**src/rtl/deser_pkg.sv**
```systemverilog
package deser_pkg;

    // Defaults shared by the deserializer sub-blocks
    localparam int unsigned WORD_W_DEF      = 16;
    localparam int unsigned SYNC_STAGES_DEF = 2;
    localparam int unsigned MIN_SYNC_DEF    = 4;

    // State of the slip-request qualifier
    typedef enum logic [1:0] {
        QUAL_IDLE  = 2'd0,  // waiting for a high level
        QUAL_COUNT = 2'd1,  // measuring pulse width
        QUAL_SPENT = 2'd2   // slip issued, waiting for low level
    } qual_state_e;

    // Counter width for a value range 0..n
    function automatic int unsigned range_bits(int unsigned n);
        return (n < 2) ? 1 : $clog2(n + 1);
    endfunction

endpackage

```
**src/rtl/sync_slip_qual.sv**
```systemverilog
module sync_slip_qual
    import deser_pkg::*;
#(
    parameter int unsigned SYNC_STAGES = SYNC_STAGES_DEF,
    parameter int unsigned MIN_WIDTH   = MIN_SYNC_DEF
) (
    input  logic clk,
    input  logic rst,
    input  logic sync_i,
    output logic slip_o
);
    localparam int unsigned RUN_W = range_bits(MIN_WIDTH);

    logic [SYNC_STAGES-1:0] chain_q;
    logic                   s_high;
    qual_state_e            state_q, state_d;
    logic [RUN_W-1:0]       run_q, run_d;

    // Synchronizer chain, shape chosen by stage count
    generate
        if (SYNC_STAGES == 1) begin : g_one
            always_ff @(posedge clk) begin
                if (rst) chain_q <= '0;
                else     chain_q <= sync_i;
            end
        end else begin : g_many
            always_ff @(posedge clk) begin
                if (rst) chain_q <= '0;
                else     chain_q <= {chain_q[SYNC_STAGES-2:0], sync_i};
            end
        end
    endgenerate

    assign s_high = chain_q[SYNC_STAGES-1];

    // Fire on the cycle the width requirement is met
    assign slip_o = (state_q == QUAL_COUNT) && s_high
                    && (run_q == RUN_W'(MIN_WIDTH - 1));

    always_comb begin
        state_d = state_q;
        run_d   = run_q;
        unique case (state_q)
            QUAL_IDLE: begin
                if (s_high) begin
                    state_d = QUAL_COUNT;
                    run_d   = RUN_W'(1);
                end
            end
            QUAL_COUNT: begin
                if (!s_high) begin
                    state_d = QUAL_IDLE;
                    run_d   = '0;
                end else if (slip_o) begin
                    state_d = QUAL_SPENT;
                end else begin
                    run_d = run_q + RUN_W'(1);
                end
            end
            QUAL_SPENT: begin
                if (!s_high) begin
                    state_d = QUAL_IDLE;
                    run_d   = '0;
                end
            end
            default: begin
                state_d = QUAL_IDLE;
                run_d   = '0;
            end
        endcase
    end

    always_ff @(posedge clk) begin
        if (rst) begin
            state_q <= QUAL_IDLE;
            run_q   <= '0;
        end else begin
            state_q <= state_d;
            run_q   <= run_d;
        end
    end


    slip_single_chk: assert property (@(posedge clk) disable iff (rst)
        slip_o |=> !slip_o)
        else $error("slip request lasted more than one cycle");

endmodule

```
**src/rtl/bit_gather.sv**
```systemverilog
module bit_gather #(
    parameter int unsigned WORD_W = 16,
    parameter int unsigned CNT_W  = 4
) (
    input  logic              clk,
    input  logic              rst,
    input  logic              sdi_i,
    input  logic              slip_i,
    output logic [CNT_W-1:0]  cnt_o,
    output logic              load_o,
    output logic [WORD_W-1:0] word_o
);
    logic [WORD_W-2:0] sr_q;
    logic [CNT_W-1:0]  cnt_q;

    // Earliest bit ends up at the top after WORD_W shifts
    assign word_o = {sr_q, sdi_i};
    assign load_o = (cnt_q == CNT_W'(WORD_W - 1)) && !slip_i;
    assign cnt_o  = cnt_q;

    always_ff @(posedge clk) begin
        if (rst) begin
            sr_q  <= '0;
            cnt_q <= '0;
        end else if (!slip_i) begin
            sr_q  <= {sr_q[WORD_W-3:0], sdi_i};
            cnt_q <= load_o ? '0 : cnt_q + CNT_W'(1);
        end
    end


    cnt_hold_chk: assert property (@(posedge clk) disable iff (rst)
        slip_i |=> (cnt_q == $past(cnt_q)))
        else $error("bit counter advanced during a slip");

endmodule

```
**src/rtl/word_port.sv**
```systemverilog
module word_port #(
    parameter int unsigned WORD_W = 16,
    parameter int unsigned CNT_W  = 4
) (
    input  logic              clk,
    input  logic              rst,
    input  logic              load_i,
    input  logic [WORD_W-1:0] word_i,
    input  logic [CNT_W-1:0]  cnt_i,
    output logic [WORD_W-1:0] pdata_o,
    output logic              wstb_o,
    output logic              pclk_o
);
    localparam int unsigned HALF = WORD_W / 2;

    always_ff @(posedge clk) begin
        if (rst) begin
            pdata_o <= '0;
            wstb_o  <= 1'b0;
        end else begin
            wstb_o <= load_i;
            if (load_i) pdata_o <= word_i;
        end
    end

    // High during the first half of each word period
    assign pclk_o = (cnt_i < CNT_W'(HALF));


    strobe_gap_chk: assert property (@(posedge clk) disable iff (rst)
        wstb_o |=> !wstb_o)
        else $error("word strobe high on consecutive cycles");


    dout_hold_chk: assert property (@(posedge clk) disable iff (rst)
        (!wstb_o && !$past(rst)) |-> $stable(pdata_o))
        else $error("parallel word changed without a strobe");


    pclk_load_chk: assert property (@(posedge clk) disable iff (rst)
        wstb_o |-> pclk_o)
        else $error("parallel clock low when a word was loaded");


    pclk_rise_chk: assert property (@(posedge clk) disable iff (rst)
        $rose(pclk_o) |-> wstb_o)
        else $error("parallel clock rose without a word load");

endmodule

```
**src/rtl/serial_deser.sv**
```systemverilog
module serial_deser
    import deser_pkg::*;
#(
    parameter int unsigned WORD_W      = WORD_W_DEF,
    parameter int unsigned SYNC_STAGES = SYNC_STAGES_DEF,
    parameter int unsigned MIN_SYNC    = MIN_SYNC_DEF
) (
    input  logic              clk_bit,
    input  logic              rst,
    input  logic              sdi,
    input  logic              sync_i,
    output logic [WORD_W-1:0] pdata_o,
    output logic              pclk_o,
    output logic              wstb_o
);
    localparam int unsigned CNT_W = $clog2(WORD_W);

    logic              slip;
    logic              load;
    logic [CNT_W-1:0]  cnt;
    logic [WORD_W-1:0] word;

    sync_slip_qual #(
        .SYNC_STAGES(SYNC_STAGES),
        .MIN_WIDTH  (MIN_SYNC)
    ) qual_i (
        .clk   (clk_bit),
        .rst   (rst),
        .sync_i(sync_i),
        .slip_o(slip)
    );

    bit_gather #(
        .WORD_W(WORD_W),
        .CNT_W (CNT_W)
    ) gather_i (
        .clk   (clk_bit),
        .rst   (rst),
        .sdi_i (sdi),
        .slip_i(slip),
        .cnt_o (cnt),
        .load_o(load),
        .word_o(word)
    );

    word_port #(
        .WORD_W(WORD_W),
        .CNT_W (CNT_W)
    ) port_i (
        .clk    (clk_bit),
        .rst    (rst),
        .load_i (load),
        .word_i (word),
        .cnt_i  (cnt),
        .pdata_o(pdata_o),
        .wstb_o (wstb_o),
        .pclk_o (pclk_o)
    );

endmodule

```
**config.mk**
```make
export PLATFORM = sky130hd
export DESIGN_NAME = serial_deser
export DESIGN_NICKNAME = d
export VERILOG_FILES = /design/src/rtl/deser_pkg.sv /design/src/rtl/sync_slip_qual.sv /design/src/rtl/bit_gather.sv /design/src/rtl/word_port.sv /design/src/rtl/serial_deser.sv
export SDC_FILE = /design/constraint.sdc
export NUM_CORES = 1
export LEC_CHECK = 0
export BUFFER_PORTS_ARGS = -buffer_cell sky130_fd_sc_hd__buf_2
export CORE_MARGIN = 10
export CORE_UTILIZATION = 35
export DETAILED_ROUTE_END_ITERATION = 16
export MAX_ROUTING_LAYER = met4
export PLACE_DENSITY = 0.56
export SYNTH_ARGS = -nofsm -noshare
export SYNTH_HDL_FRONTEND = slang
export SYNTH_SLANG_ARGS = --single-unit
```
**constraint.sdc**
```tcl
create_clock -name clk_bit -period 2.6 [get_ports clk_bit]
set_clock_uncertainty 0.1 [all_clocks]
set_input_delay 0.26 -clock clk_bit [delete_from_list [all_inputs] [get_ports clk_bit]]
set_output_delay 0.26 -clock clk_bit [all_outputs]
set_load 0.1 [all_outputs]
```
Word-level counts from Yosys, hierarchy flattened. Index checks and enable logic that the tools add are counted.

Register bits: 43. Output and inout bits: 18. Word-level logic and storage cells: 36.

Add/subtract/negate cells: 2. Order comparisons: 1. Eq/ne operators: 8. Muxes and demuxes: 11. Reduce and logical (&&, ||, !) cells: 7.

Operator list (number): 2-to-1 mux 3 bit (4); case mux 3 bit (3 select lines) (1); 2-to-1 mux 2 bit (4); case mux 2 bit (3 select lines) (1); AND reduction 3 bit (2); adder 4 x 1 -> 4 bit, second input constant (1); equality test 4 bit, second input constant (1); < comparator 4 bit, second input constant (1); 2-to-1 mux 4 bit (1); adder 3 x 1 -> 3 bit, second input constant (1); equality test 3 x 2 -> 1 bit, second input constant (1); logical AND 1 bit (3); inequality test 3 x 2 -> 1 bit, second input constant (1); inequality test 3 bit, second input constant (1); equality test 2 x 1 -> 1 bit, second input constant (1); equality test 2 bit, second input constant (1); zero test 2 bit (1); inequality test 2 x 1 -> 1 bit, second input constant (1); inequality test 2 bit, second input constant (1); zero test 1 bit (1).

Logic depth before layout (Yosys ltp). Gate-level depths: netlist (run 1).

Word-level depth: 6. Mapped depth: 8. Gate-level depth less buffers: 5.

Hierarchy. From an unflattened synthesis (run 1), not the netlist that was laid out.

Cell total of the unflattened synthesis: 160. Area, all modules: 1681.6 sq um.

By module, submodules not included: bit_gather (times used 1, cells each 68, area each 729.4 sq um); word_port (times used 1, cells each 55, area each 611.8 sq um); sync_slip_qual (times used 1, cells each 37, area each 340.3 sq um).

Least setup slack after synthesis (run 1). Ideal clock, no wire load.

Kind: reg2reg. From: reg qual_i.run_q[0]. To: reg port_i.pdata_o[14]. Library setup time: 71 ps. Arrival time: 1643 ps. Data required time: 2429 ps. Path slack: 786 ps. Stages on the path, launching flop included: 8. Path buffers: 2. Period minus slack after synthesis: 1814 ps. Path through: dfxtp_1 -> ha_1 -> ha_1 -> and4b_1 -> buf_6 -> buf_6 -> or3b_1 -> a21oi_1.

Longest elaborated chain between the ends: 4.

RTL lines: from (decl) (line sync_slip_qual.sv:17) `logic [RUN_W-1:0] run_q, run_d;`; from (signal assigned) (line sync_slip_qual.sv:79) `run_q <= run_d;`; equality test 3 x 2 -> 1 bit (line sync_slip_qual.sv:38) `&& (run_q == RUN_W'(MIN_WIDTH - 1));`; logical AND 1 bit (line sync_slip_qual.sv:38); zero test 1 bit (line bit_gather.sv:18) `assign load_o = (cnt_q == CNT_W'(WORD_W - 1)) && !slip_i;`; logical AND 1 bit (line bit_gather.sv:18); to (signal assigned) (line word_port.sv:22) `if (load_i) pdata_o <= word_i;`; to (decl) (line word_port.sv:10) `output logic [WORD_W-1:0] pdata_o,`.

No other way between the ends. A chain may end at the register's enable or synchronous reset.

Worst setup path after layout (run 1).
From: reg qual_i.run_q[0]. To: reg port_i.pdata_o[3].

Same word-level chain as after synthesis.

==> results of run 1 <==
state kept, by name, indices dropped and copies added (netlist names):
register / flops
qual_i.run_q: 3
port_i.pdata_o: 16
gather_i.cnt_o: 4
gather_i.sr_q: 15
qual_i.state_q: 2
port_i.wstb_o: 1
qual_i.chain_q: 2
per-stage QoR:
step	hold slack [ns]	setup WS (ns)
2_1_floorplan	0.288	0.786
3_3_place_gp	0.315	0.642
3_5_place_dp	0.326	0.603
4_1_cts	0.0706	0.587
5_1_grt	0.0814	0.401
6_report	0.0719	0.577
placed cells by master, fill, tap and decap left out, types with 3 or more instances in the layout:
master | netlist | layout
or3b_1 | 11 | 11
nand3_1 | 3 | 3
o21ai_0 | 18 | 18
clkbuf_8 | 0 | 5
dfxtp_1 | 43 | 43
ha_1 | 3 | 3
buf_2 | 3 | 21
or3b_2 | 5 | 5
a21oi_1 | 35 | 35
inv_1 | 4 | 4
nand3b_1 | 4 | 4
nand2_1 | 35 | 35
final timing paths:
path,endpoint,cells after the start
setup / recovery,port_i.pdata_o[3]$_SDFFE_PP0P_,6
hold / removal,qual_i.chain_q[0]$_SDFF_PP0_,2
setup reg to reg,port_i.pdata_o[3]$_SDFFE_PP0P_,6
hold reg to reg,qual_i.chain_q[1]$_SDFF_PP0_,1
cell type report:
| type | instances | area, µm² | area share (%) |
|---|---|---|---|
| clock buffers | 6 | 72.6 | 3.69 |
| flip-flops and latches | 43 | 861 | 43.8 |
| repair buffers | 24 | 140 | 7.13 |
| inverters | 4 | 15.0 | 0.764 |
| clock inverters | 1 | 30.0 | 1.53 |
| multi-input cells | 134 | 762 | 38.8 |
| well taps | 67 | 83.8 | 4.27 |
worst reg2reg max path: cells and delay by family (launching register included):
family                     cells  cell delay [ns]
adders and majority gates      2             0.46
buffers and inverters          1             0.18
AOI/OAI and AO/OA              1             0.15
DFF                            1             0.35
and+or+nand+nor                2             0.71
cell families after synthesis:
group                    count (synthesis)  share of synthesized area [%]
AND/OR/NAND/NOR                         70                           22.7
buffers and inverters                   22                           6.89
XOR/XNOR                                 2                           1.01
adder cells (fa/ha/maj)                  3                           2.15
flip-flops                              43                           49.4
AO/OA/AOI/OAI                           59                           17.9
power by group:
group / leakage, nW / internal [mW] / switching [mW]
Sequential: 0.348 / 0.668 / 0.00874
Combinational: 0.294 / 0.0130 / 0.0193
Clock: 0.0513 / 0.282 / 0.215
per-layer routing:
metal	vias to the layer above	global-route usage [%]	share of wire, %
met1	604	10.3	50
met2	23	11.8	42
met5	-	-	0
met4	0	3.98	1.8
li1	711	-	-
met3	6	3.24	5.7
==> results, run 1 <==
- The flow ran to the end, and the final reports show no timing, DRC or antenna violations.
- The number of buffers and inverters on the critical path is 1.
- The total nets after synthesis is 206.
- The pin count of the biggest net entering global routing is 55.
- After routing, the total negative slack on setup checks comes to 0 ns.
- In this run the power density over the cells is 614 nW/µm².
- The number of iterations in the first detailed-routing pass is 5.
- Setup repair after global routing left no endpoint under its margin.
- Excluding fillers, the count of instances in the completed layout stands at between 200 and 300.
- A synthesized cell averages 8.76 µm².
- The maximum number of buffers from clock root to sink is 2.
- The max-cap check violation count is 0.
- The ratio of routed vias to standard cells is 4.82.
- Yosys instantiated no cell more often than dfxtp_1.
- In this design, the largest share of critical-path delay is due to simple AND/OR/NAND/NOR gates.
- The total wire length after detailed routing is 3320 µm.
- By startpoint and endpoint, the worst setup path is classified as flop to flop.
- The biggest area contributor in the post-synthesis netlist is dfxtp_1.
- The tightest min-delay check is of the input port to flop type.
- The critical-path cell with the highest stage delay is or3b_2.
- The count of cell types in the netlist is 28.
- Summing all non-filler instances in the final layout gives an area of 1960 µm².
- The first global-routing pass estimated 5660 µm of wire.
- The post-cts repair resize count is 0.
- After clock tree synthesis, the clock-pin slew on the worst setup and hold paths is 0.08 ns.
- The synthesized design devotes to its leading area cell type 49.4% of total area.
- After synthesis, the most frequently instantiated cells are dfxtp_1 (43), a21oi_1 (35), nand2_1 (35).
- The transition at the pin with the smallest max-transition slack is about 0.74 ns.
- The element type at the critical path end is a flop.
- Overall power consumption after layout is estimated at 1.21 mW.
- Of the cells placed in the final design, the portion with a size suffix greater than 1 is 16.5%.
- Global routing consumed, over all layers together, 8.41% of the routing resources.
- Fill cells in the final layout number 498.
- Across the VDD grid, the largest voltage drop is 378 µV.
- 22 I/O pins were placed.
- Cells fill between 40% and 50% of the core in the end.
- The final antenna diode count is 0.
- At the worst endpoint, the required time is between 2 and 3 ns.
- The routed design could run at a clock period as short as ~2.0 ns.
- TritonCTS built the clock tree.
- The most used cell along the critical path is ha_1.
- The beginning of the worst hold path is sync_i.
- The insertion delay to the later sink of the worst-skew pair is between 0.2 and 0.3 ns.
- The cell count after synthesis came out at 199.
- The tree is rooted in a clkbuf_8.
- The die covers 8200 µm².
- The instance count after placement with tap cells included is 272.
- The final number of max-transition violations is 0.
- The maximum clock frequency is approximately 500 MHz.
- The DRC violation count after routing is 0.
- The data arrival at the endpoint of the critical path is around 2.1 ns.
- The portion of the clock cycle consumed by the worst path in the final layout is 77.8%.
- The worst-path maximum fanout is 54.
- The initial core utilization is a little over a third.
- The register-to-register setup slack is around 0.58 ns.
- In this run the post-CTS setup repair buffer count came out at 0.
- The signal on the critical path passes through ha_1 > ha_1 > and4b_1 > buf_12 > or3b_2 > a21oi_1.
- The number of nets in the layout is between 200 and 250.
- Hold repair after CTS inserted 0 buffers.
- The total setup violations reported at the end of the flow is 0.
- The detail route stage leaves a number of antenna-violating nets equal to 0.
- In this run, the number of DRC markers left after iteration 0 of detailed routing was 105.
- The most used flip-flop cell after synthesis is dfxtp_1.
- The longest individual stage delay on the worst path is approximately 0.47 ns.
- After legalization and detailed placement, the total HPWL measured 2130 µm.
- Dividing the detail-routed wire length by the instance count gives between 10 and 15 µm.
- After synthesis, the share of flip-flops with an asynchronous set or reset is 0%.
- The cell leakage power is 0.693 nW.
- The startpoint kind of the worst setup timing path is a flop.
- In this run, synthesis produced a sequential element count of 43.
- Summing every instance area after synthesis gives 1740 µm².
- In this run, synthesis inferred 0 flip-flops with an integrated enable.
- The number of buffers created by CTS is 5.
- The sequential cell area fraction in the yosys report is 49.4%.
- CTS saw 43 sinks.
- The critical path starts at qual_i.run_q[0]$_SDFFE_PP0P_.
- The die is 90.6 µm tall.
- After synthesis, the cell types taking the most area are dfxtp_1 (49%), a21oi_1 (10%), nand2_1 (7.5%).
- Summed over all layers, the global routing overflow is 0.
- Headroom to the max-slew limit came out at 50.3%.
- Summing all placed instances gives a cell area of ~1900 µm².
- The number of hold violations in the final report is 0.
- Relative to the synthesized area, the layout overhead comes to 12.7%.
- The area inside the core boundary is 4790 µm².
- The count of input and output buffers is 21.
- The number of antenna violations at the first check in global routing is 0.
- The floorplan die width is slightly above 90 µm.
- The standard-cell row count is 25.
- The routed layout has between 1k and 1.5k vias.
- The number of levels in the clock H-tree is 2.
- The via count of the first global-routing pass is 1192.
- The startpoint identified for the worst register-to-register timing path is qual_i.run_q[0]$_SDFFE_PP0P_.
- The warning count from the yosys run is 0.
- The congestion estimate from routability-driven global placement came to 0.711.
No activity file was read; power rests on OpenSTA's default activity.
==> inputs of run 2 (changes only) <==
- PLACE_DENSITY: 0.56 -> 0.58
- clock period: 2.6 -> 1.8 ns (I/O delays scaled with it)
==> results, run 2 (synthesis results as in run 1) <==
- The total design power is 1.62 mW.
- The count of input and output buffers is 21.
- The top register by number of flip-flops is port_i.pdata_o.
- Data on the critical path is required at its endpoint by 1.92 ns.
- After routing, the total negative slack on setup checks comes to 0 ns.
- STA classifies the critical path endpoint as a flop.
- The startpoint identified for the worst hold timing path is rst.
- From synthesis to final layout, the design area changed by 23.5%.
- Summed over all cells, the static leakage comes to 0.768 nW.
- The final number of max-transition violations is 0.
- The final weighted congestion of routability-driven global placement is 0.730.
- The routed wire length per instance is 12.3 µm.
- For this block, the initial DRC count from the detailed router was 70.
- For the finished layout, the period the worst path requires is 1.76 ns.
- The clock transition at the registers of the reported paths is 0.08 ns.
- The placed instances occupy a cell area of around 1900 µm².
- The number of antenna violations at the first check in global routing is 0.
- For the pin with the worst max-slew slack, the measured transition is about 0.5 ns.
- The maximum number of buffers from clock root to sink is 2.
- The maximum clock frequency is 569 MHz.
- The register with the most flip-flops in the layout has 16 of them.
- The number of levels in the clock H-tree is 2.
- The number of buffers created by CTS is 5.
- The floorplan has 25 rows.
- Setup repair after global routing could not meet its margin everywhere.
- The tightest hold margin is 0.0431 ns.
- The number of clock sinks seen by CTS is 43.
- The areal power density over the cells is 754 nW/µm².
- The flow ran to the end, and the final reports show no timing, DRC or antenna violations.
- The root buffer cell chosen for the clock tree is clkbuf_8.
- The first-pass GRT wire length is 6560 µm.
- The detailed router placed 1407 vias in this run.
- The worst-path maximum fanout is 6.
- Leaving out fill and tap cells, the most frequent cells in the layout are dfxtp_1 (41), nand2_1 (35), a21oi_1 (29).
- Across the run, the number of max-cap violations was 0.
- In this run the count of I/O pins placed on the die edge is 22.
- The floorplan die width is 90.6 µm.
- The finished cells cover 2150 µm².
- In the routed design, unresolved DRC markers number 0.
- The register-to-register setup slack is 0.04 ns.
- The worst hold path passes through 2 cells.
- Excluding fillers, the count of instances in the completed layout stands at 294.
- Clock latency on the worst-skew pair, taken at its later pin, is 0.29 ns.
- Entering global routing, the biggest net connects 37 pins.
- The endpoint with the worst hold slack is qual_i.run_q[0]$_SDFFE_PP0P_.
- The final layout contains routed wiring with a total length of 3630 µm.
- The ratio of routed vias to standard cells is 4.79.
- Before CTS, the worst setup slack after placement is -0.0204 ns.
- Measured against its own limit, the worst slew margin works out to about two thirds.
- The number of iterations in the first detailed-routing pass is 4.
- The number of hold violations in the final report is 0.
- The die covers between 8000 and 9000 µm².
- The endpoint identified for the worst register-to-register timing path is port_i.pdata_o[1]$_SDFFE_PP0P_.
- The via count of the first global-routing pass came to ~1.4k.
- The HPWL after detailed placement is 2180 µm.
- The library cell used most frequently in the layout, excluding fill and tap cells, is dfxtp_1.
- The instance count after placement with tap cells included is 282.
- The core region is 4790 µm².
- Measured in cells, the most critical reg-to-reg path has a length of 6.
- TritonCTS built the clock tree.
- The worst setup path is launched from a flop.
- The kind of critical path is flop to flop.
- Of the cells placed in the final design, the portion with a size suffix greater than 1 is 26.9%.
- The number of nets with antenna violations after detailed routing is 0.
- The class of the most critical hold timing path is input port to flop.
- Once the floorplan was initialized, standard cells occupied between 30 and 40% of the core.
- After the last flow step, the layout net total stands at 233.
- Setup slack closes at 0.0437 ns.
- In this run the critical register-to-register path is launched from qual_i.run_q[0]$_SDFFE_PP0P_.
- The portion of the clock cycle consumed by the worst path in the final layout is 97.6%.
- The sum of overflow across all layers after global routing is 0.
- The total setup violations reported at the end of the flow is 0.
- STA puts the critical path data arrival time at 1.88 ns.
- The die is 90.6 µm tall.
- The core utilization of the finished layout is 45.0%.
- Global routing used 9.72% of the available tracks across all layers.
- The maximum ir drop on the vdd rail is about 540 µV.
- The repair_antennas step left the layout with diodes totalling 0.
==> run 2: report_power, final <==
group / internal, mW / switching, mW
sequential: 0.965 / 0.0101
clock: 0.271 / 0.316
combinational: 0.0266 / 0.0343
total: 1.26 / 0.360
==> run 2: routing by layer <==
metal	GRT usage, %	part of all wire, %	up-vias
li1	-	-	743
met2	15.2	48	20
met3	3.41	5.0	4
met4	3.18	1.1	0
met1	11.4	46	640
met5	-	0	-
==> run 2: critical path, cell delays in order, from the launching register on <==
cell and delay (ns):
dfxtp_2 0.34, ha_4 0.16, ha_4 0.15, and4b_4 0.23
buf_12 0.14, or3b_2 0.46, a21oi_1 0.12
==> run 2: worst max-delay path by stage <==
| stage | startpoint | end | depth (start not counted) |
|---|---|---|---|
| after floorplan | qual_i.run_q[0]$_SDFFE_PP0P_ | port_i.pdata_o[14]$_SDFFE_PP0P_ | 7 |
| after global placement | qual_i.run_q[0]$_SDFFE_PP0P_ | port_i.pdata_o[1]$_SDFFE_PP0P_ | 6 |
| after detailed placement | qual_i.run_q[0]$_SDFFE_PP0P_ | port_i.pdata_o[0]$_SDFFE_PP0P_ | 6 |
| after CTS | qual_i.run_q[0]$_SDFFE_PP0P_ | port_i.pdata_o[7]$_SDFFE_PP0P_ | 6 |
| after global routing | qual_i.run_q[1]$_SDFFE_PP0P_ | port_i.pdata_o[1]$_SDFFE_PP0P_ | 6 |
| final | qual_i.run_q[0]$_SDFFE_PP0P_ | port_i.pdata_o[1]$_SDFFE_PP0P_ | 6 |
==> run 2: layout make-up <==
cell class	instances	area [µm²]
Sequential cell	43	863
Clock inverter	2	12.5
Inverter	4	15.0
Tap cell	67	83.8
Fill cell	505	2630
Clock buffer	6	72.6
Multi-Input combinational cell	134	818
Timing Repair Buffer	38	288
==> run 2: repair_timing <==
action | 4_1_cts | 5_1_grt
endpoints found under the hold margin | 1 | 0
pin swaps | 2 | 3
setup endpoints to repair | 5 | 18
gates resized for setup | 8 | 13
buffers inserted | 1 | 0
gates cloned | 3 | 0
hold buffers | 1 | 0
